<file path="config.mk">
export PLATFORM = sky130hd
export DESIGN_NAME = sdh_swreset_ctrl
export DESIGN_NICKNAME = d
export VERILOG_FILES = /design/src/rtl/sdh_rst_pkg.sv /design/src/rtl/sdh_rst_req.sv /design/src/rtl/sdh_rst_stat.sv /design/src/rtl/sdh_rst_live.sv /design/src/rtl/sdh_swreset_ctrl.sv
export SDC_FILE = /design/constraint.sdc
export NUM_CORES = 1
export LEC_CHECK = 0
export ABC_CLOCK_PERIOD_IN_PS = 1430
export BUFFER_PORTS_ARGS = -buffer_cell sky130_fd_sc_hd__buf_2
export CAP_MARGIN = 10
export CORE_UTILIZATION = 39
export DETAILED_ROUTE_END_ITERATION = 16
export GPL_TIMING_DRIVEN = 0
export PLACE_DENSITY = 0.85
export REMOVE_ABC_BUFFERS = 1
export SYNTH_ARGS = -nofsm -noshare
export SYNTH_HDL_FRONTEND = slang
export SYNTH_SLANG_ARGS = --single-unit
</file>
<file path="constraint.sdc">
create_clock -name clk -period 1.43 [get_ports clk]
set_input_delay 0.143 -clock clk [delete_from_list [all_inputs] [get_ports clk]]
set_output_delay 0.143 -clock clk [all_outputs]
set_load 0.01 [all_outputs]
</file>
<file path="src/rtl/sdh_rst_pkg.sv">
package sdh_rst_pkg;
   // Status bit layout: data-path group, then command-path group, then full-only bits
   localparam int unsigned SDH_DAT_LO  = 0;
   localparam int unsigned SDH_DAT_N   = 13;
   localparam int unsigned SDH_CMD_LO  = 13;
   localparam int unsigned SDH_CMD_N   = 2;
   localparam int unsigned SDH_FIXED_W = 15;

   typedef struct packed {
      logic dat;
      logic cmd;
      logic all;
   } sdh_scope_t;
endpackage

</file>
<file path="src/rtl/sdh_rst_req.sv">
module sdh_rst_req
   import sdh_rst_pkg::*;
#(
   parameter int unsigned        ADDR_W         = 8,
   parameter logic [ADDR_W-1:0]  REG_OFS        = 'h2F,
   parameter bit                 SUPPRESS_LOWER = 1'b1
) (
   input  logic              clk,
   input  logic              rst_n,
   input  logic              wr_valid,
   input  logic [ADDR_W-1:0] wr_addr,
   input  logic [7:0]        wr_data,
   input  logic              caps_valid,
   output sdh_scope_t        pend_q,
   output sdh_scope_t        strobe
);
   logic       hit;
   sdh_scope_t req;
   logic       unused_hi;

   assign hit       = wr_valid && (wr_addr == REG_OFS);
   assign req       = hit ? sdh_scope_t'(wr_data[2:0]) : '0;
   assign unused_hi = ^wr_data[7:3];

   always_ff @(posedge clk or negedge rst_n) begin
      if (!rst_n) begin
         pend_q <= '0;
      end else begin
         pend_q.cmd <= req.cmd;
         pend_q.dat <= req.dat;
         if (req.all)
            pend_q.all <= 1'b1;
         else if (pend_q.all && caps_valid)
            pend_q.all <= 1'b0;
      end
   end

   generate
      if (SUPPRESS_LOWER) begin : g_suppress
         assign strobe.all = pend_q.all;
         assign strobe.cmd = pend_q.cmd && !pend_q.all;
         assign strobe.dat = pend_q.dat && !pend_q.all;
      end else begin : g_overlap
         assign strobe = pend_q;
      end
   endgenerate


   cmd_self_clear_chk: assert property (@(posedge clk) disable iff (!rst_n)
      (pend_q.cmd && !req.cmd) |=> !pend_q.cmd);

   all_hold_chk: assert property (@(posedge clk) disable iff (!rst_n)
      (pend_q.all && !caps_valid) |=> pend_q.all);

   all_release_chk: assert property (@(posedge clk) disable iff (!rst_n)
      (pend_q.all && caps_valid && !req.all) |=> !pend_q.all);
endmodule

</file>
<file path="src/rtl/sdh_rst_stat.sv">
module sdh_rst_stat
   import sdh_rst_pkg::*;
#(
   parameter int unsigned STAT_W = 19
) (
   input  logic              clk,
   input  logic              rst_n,
   input  sdh_scope_t        strobe,
   input  logic [STAT_W-1:0] stat_set,
   output logic [STAT_W-1:0] stat_q
);
   function automatic logic [STAT_W-1:0] span(input int unsigned lo, input int unsigned n);
      logic [STAT_W-1:0] m;
      m = '0;
      for (int unsigned k = 0; k < STAT_W; k++)
         if (k >= lo && k < lo + n) m[k] = 1'b1;
      return m;
   endfunction

   localparam logic [STAT_W-1:0] DAT_MASK = span(SDH_DAT_LO, SDH_DAT_N);
   localparam logic [STAT_W-1:0] CMD_MASK = span(SDH_CMD_LO, SDH_CMD_N);

   logic [STAT_W-1:0] clr;

   assign clr = ({STAT_W{strobe.all}})
              | ({STAT_W{strobe.cmd}} & CMD_MASK)
              | ({STAT_W{strobe.dat}} & DAT_MASK);

   for (genvar i = 0; i < STAT_W; i++) begin : g_bit
      always_ff @(posedge clk or negedge rst_n) begin
         if (!rst_n)
            stat_q[i] <= 1'b0;
         else if (clr[i])
            stat_q[i] <= 1'b0;
         else if (stat_set[i])
            stat_q[i] <= 1'b1;
      end
   end


   full_clear_chk: assert property (@(posedge clk) disable iff (!rst_n)
      strobe.all |=> (stat_q == '0));

   cmd_clear_chk: assert property (@(posedge clk) disable iff (!rst_n)
      strobe.cmd |=> ((stat_q & CMD_MASK) == '0));

   dat_clear_chk: assert property (@(posedge clk) disable iff (!rst_n)
      strobe.dat |=> ((stat_q & DAT_MASK) == '0));
endmodule

</file>
<file path="src/rtl/sdh_rst_live.sv">
module sdh_rst_live #(
   parameter int unsigned LIVE_W = 6
) (
   input  logic              clk,
   input  logic              rst_n,
   input  logic [LIVE_W-1:0] live_in,
   output logic [LIVE_W-1:0] live_q
);
   always_ff @(posedge clk or negedge rst_n) begin
      if (!rst_n) live_q <= '0;
      else        live_q <= live_in;
   end
endmodule

</file>
<file path="src/rtl/sdh_swreset_ctrl.sv">
module sdh_swreset_ctrl
   import sdh_rst_pkg::*;
#(
   parameter int unsigned       ADDR_W         = 8,
   parameter logic [ADDR_W-1:0] REG_OFS        = 'h2F,
   parameter int unsigned       N_OTHER        = 4,
   parameter int unsigned       LIVE_W         = 6,
   parameter bit                SUPPRESS_LOWER = 1'b1
) (
   input  logic                           clk,
   input  logic                           rst_n,
   input  logic                           wr_valid,
   input  logic [ADDR_W-1:0]              wr_addr,
   input  logic [7:0]                     wr_data,
   input  logic [ADDR_W-1:0]              rd_addr,
   output logic [7:0]                     rd_data,
   input  logic                           caps_valid,
   input  logic [SDH_FIXED_W+N_OTHER-1:0] stat_set,
   output logic [SDH_FIXED_W+N_OTHER-1:0] stat_q,
   input  logic [LIVE_W-1:0]              live_in,
   output logic [LIVE_W-1:0]              live_q,
   output logic                           rst_all_o,
   output logic                           rst_cmd_o,
   output logic                           rst_dat_o
);
   localparam int unsigned STAT_W = SDH_FIXED_W + N_OTHER;

   if (N_OTHER < 1) begin : g_bad_other
      $error("N_OTHER must be at least 1");
   end
   if (LIVE_W < 1) begin : g_bad_live
      $error("LIVE_W must be at least 1");
   end
   if (ADDR_W < 6) begin : g_bad_addr
      $error("ADDR_W too narrow for the request offset");
   end

   sdh_scope_t pend;
   sdh_scope_t strobe;

   sdh_rst_req #(
      .ADDR_W(ADDR_W), .REG_OFS(REG_OFS), .SUPPRESS_LOWER(SUPPRESS_LOWER)
   ) i_req (
      .clk(clk), .rst_n(rst_n), .wr_valid(wr_valid), .wr_addr(wr_addr),
      .wr_data(wr_data), .caps_valid(caps_valid), .pend_q(pend), .strobe(strobe)
   );

   sdh_rst_stat #(.STAT_W(STAT_W)) i_stat (
      .clk(clk), .rst_n(rst_n), .strobe(strobe), .stat_set(stat_set), .stat_q(stat_q)
   );

   sdh_rst_live #(.LIVE_W(LIVE_W)) i_live (
      .clk(clk), .rst_n(rst_n), .live_in(live_in), .live_q(live_q)
   );

   assign rd_data   = (rd_addr == REG_OFS) ? {5'b0, pend} : 8'h00;
   assign rst_all_o = strobe.all;
   assign rst_cmd_o = strobe.cmd;
   assign rst_dat_o = strobe.dat;

   if (SUPPRESS_LOWER) begin : g_quiet_chk

      lower_quiet_chk: assert property (@(posedge clk) disable iff (!rst_n)
         rst_all_o |-> (!rst_cmd_o && !rst_dat_o));
   end


   live_keep_chk: assert property (@(posedge clk) disable iff (!rst_n)
      rst_all_o |=> (live_q == $past(live_in)));
endmodule

</file>
==> metrics <==
cell area after synthesis 1020 um^2; I/O Pins 89; initial drt markers 6; minimum clock period 1.319 ns; HP Class primary input to flop; commonest non-fill, non-tap cell in the layout buf_2; synth warn 0; layout cells sized above 1 0.5205; mean post-synth cell area ~12 um^2; synth unique cells 18; Max Cap Violations 0; Gate Count Post-Synth 82; final HPWL from detailed placement approximately 1800 um; synthesized flop and latch total 28; critical path peak fanout 4; Worst slew margin 0.6074; P_int 1.032 mW; CP Class flop to output pin; switching power between 200 and 300 uW; period utilization 0.9226; peak supply drop about 0.00054 V; clock sinks 28; DR pass1 iterations 4; drt total wl roughly 2200 um; CP arrival around 1.2 ns; WL/cell roughly 11 um; Clock Latency Late Sink between 0.3 and 0.4 ns; Sw Share 0.2063; Critical Path RT around 1.3 ns; endpoints failing hold 0; Flop pwr share 0.621; grt ovf 0; chip width between 50 and 60 um; asr flop ratio synth 1.000; Power Dens Cells slightly above 800 nW/um^2; I/O Buffers 78; DIE AREA about 2800 um^2; n_diodes 0; core region area between 2000 and 2500 um^2; setup_tns 0 ns; Cell Rows 18; CTS tree yes; clk root buf clkbuf_4; clock-pin slew on the worst setup and hold paths roughly 0.14 ns; final setup fails 0; largest net degree at the start of global routing 29; Worst Max-Slew Pin Slew slightly below 0.6 ns; setup ws final approximately 0.11 ns; GPL Wtd Cong between 0.6 and 0.7; RSZ-0062 raised after global routing no; Layout area overhead 54.36%; CTS H-tree lvls 1; global-route wire length before repair between 3000 and 4000 um; die height 53.14 um; CP startpoint kind flop; EDFF count, synth 0; most frequent cells in the layout 78 x buf_2, 27 x dfrtp_1, 13 x o21a_1; Initial Util 0.4116; sequential share of the synthesized area 0.6871; initial antenna violation count 0; dpl ws -0.1056 ns; CTS Buf Count 3; fin nets around 230; status finished clean; utilization after layout 0.6354; via count ~930; fmax 757.9 MHz; Slew Limit Fails 0; Synth Flop Type dfrtp_1; Longest Clk Path Bufs 2; clock share of power 0.279; DRC Markers 0; total track usage 0.1746; crit end category output pin; ANT nets after route 0; P_leak between 0.7 and 0.8 nW; clock skew 0.003516 ns; vias per cell ~4.6; Gate power share 0.101; vias in the first global route 851
## per-stage QoR
stage	hold slack [ns]	power [mW]	instance area (um^2)	cells
floorplan	-0.1526	0.8478	988.4	79
global placement	0.1617	0.9326	1416	187
detailed placement	0.1758	0.9391	1416	187
CTS	0.01128	1.317	1526	198
global route	0.01007	1.363	1574	201
finish	0.02560	1.301	1574	201
## worst paths after layout
check                                     start                 to  slack [ns]  cells after the start
worst max-delay path            i_req.pend_q[0]         rd_data[0]        0.11                      3
worst min-delay path                 wr_data[2]    i_req.pend_q[2]        0.03                      3
worst max register to register  i_req.pend_q[0]   i_stat.stat_q[6]        0.16                      3
worst min register to register  i_req.pend_q[1]  i_stat.stat_q[13]        0.47                      1
max in group asynchronous                 rst_n    i_req.pend_q[0]        0.66                      2
min in group asynchronous                 rst_n   i_stat.stat_q[9]        0.36                      2
## sequential cells by signal (all words and copies together) (netlist names)
register and flops:
i_req.pend_q 3, i_stat.stat_q 19, i_live.live_q 6
## what timing repair did
| item | 4_1_cts | 5_1_grt |
|---|---|---|
| hold endpoints to repair | 34 | 0 |
| setup endpoints to repair | 14 | 1 |
| buffers inserted | 0 | 3 |
| hold buffers | 7 | 0 |
| gates resized for setup | 2 | 0 |
## power groups by stage
stage | logic, mW | registers, mW | clock network (mW)
after floorplan | 0.0178 | 0.830 | 0
after global placement | 0.110 | 0.822 | 0
after detailed placement | 0.117 | 0.823 | 0
after CTS | 0.131 | 0.808 | 0.378
after global routing | 0.146 | 0.809 | 0.408
final | 0.131 | 0.807 | 0.362
## worst max-delay path: stages (launching register included)
cell and delay, ns:
dfrtp_2 0.44, inv_1 0.06, nor3_1 0.19, buf_2 0.17
## cell type report
class	instances	area, um^2
clock buffer	4	36.28
fill	204	903.4
inverter	5	18.77
multi-input combinational	46	271.5
sequential	28	701.9
tap	30	37.54
timing repair buffer	88	508.0
## logic make-up (layout without fill, tap and decap cells)
logic type,count (synthesis),after routing,share of synthesized area
AND/OR/NAND/NOR,27,27,0.1423
buffers and inverters,12,97,0.06380
flip-flops,28,28,0.6871
other,1,5,0.003677
AO/OA/AOI/OAI,14,14,0.1031
## metal layers
layer  vias up  GRT usage  wire length (um)
met5         -          0                 0
met3         6    0.05172               154
met4         0    0.08772                43
li1        441          -                 -
met1       433     0.1778               760
met2        48     0.3186              1283
## Yosys cell counts (all sizes together) (2+ instances only)
master	n	area [um^2]
dfrtp	28	700.7
nor2	13	48.80
o21a	13	97.59
buf	6	42.54
inv	5	18.77
nor3	5	25.02
nor4	2	12.51
Power figures use the tool's default switching activity.
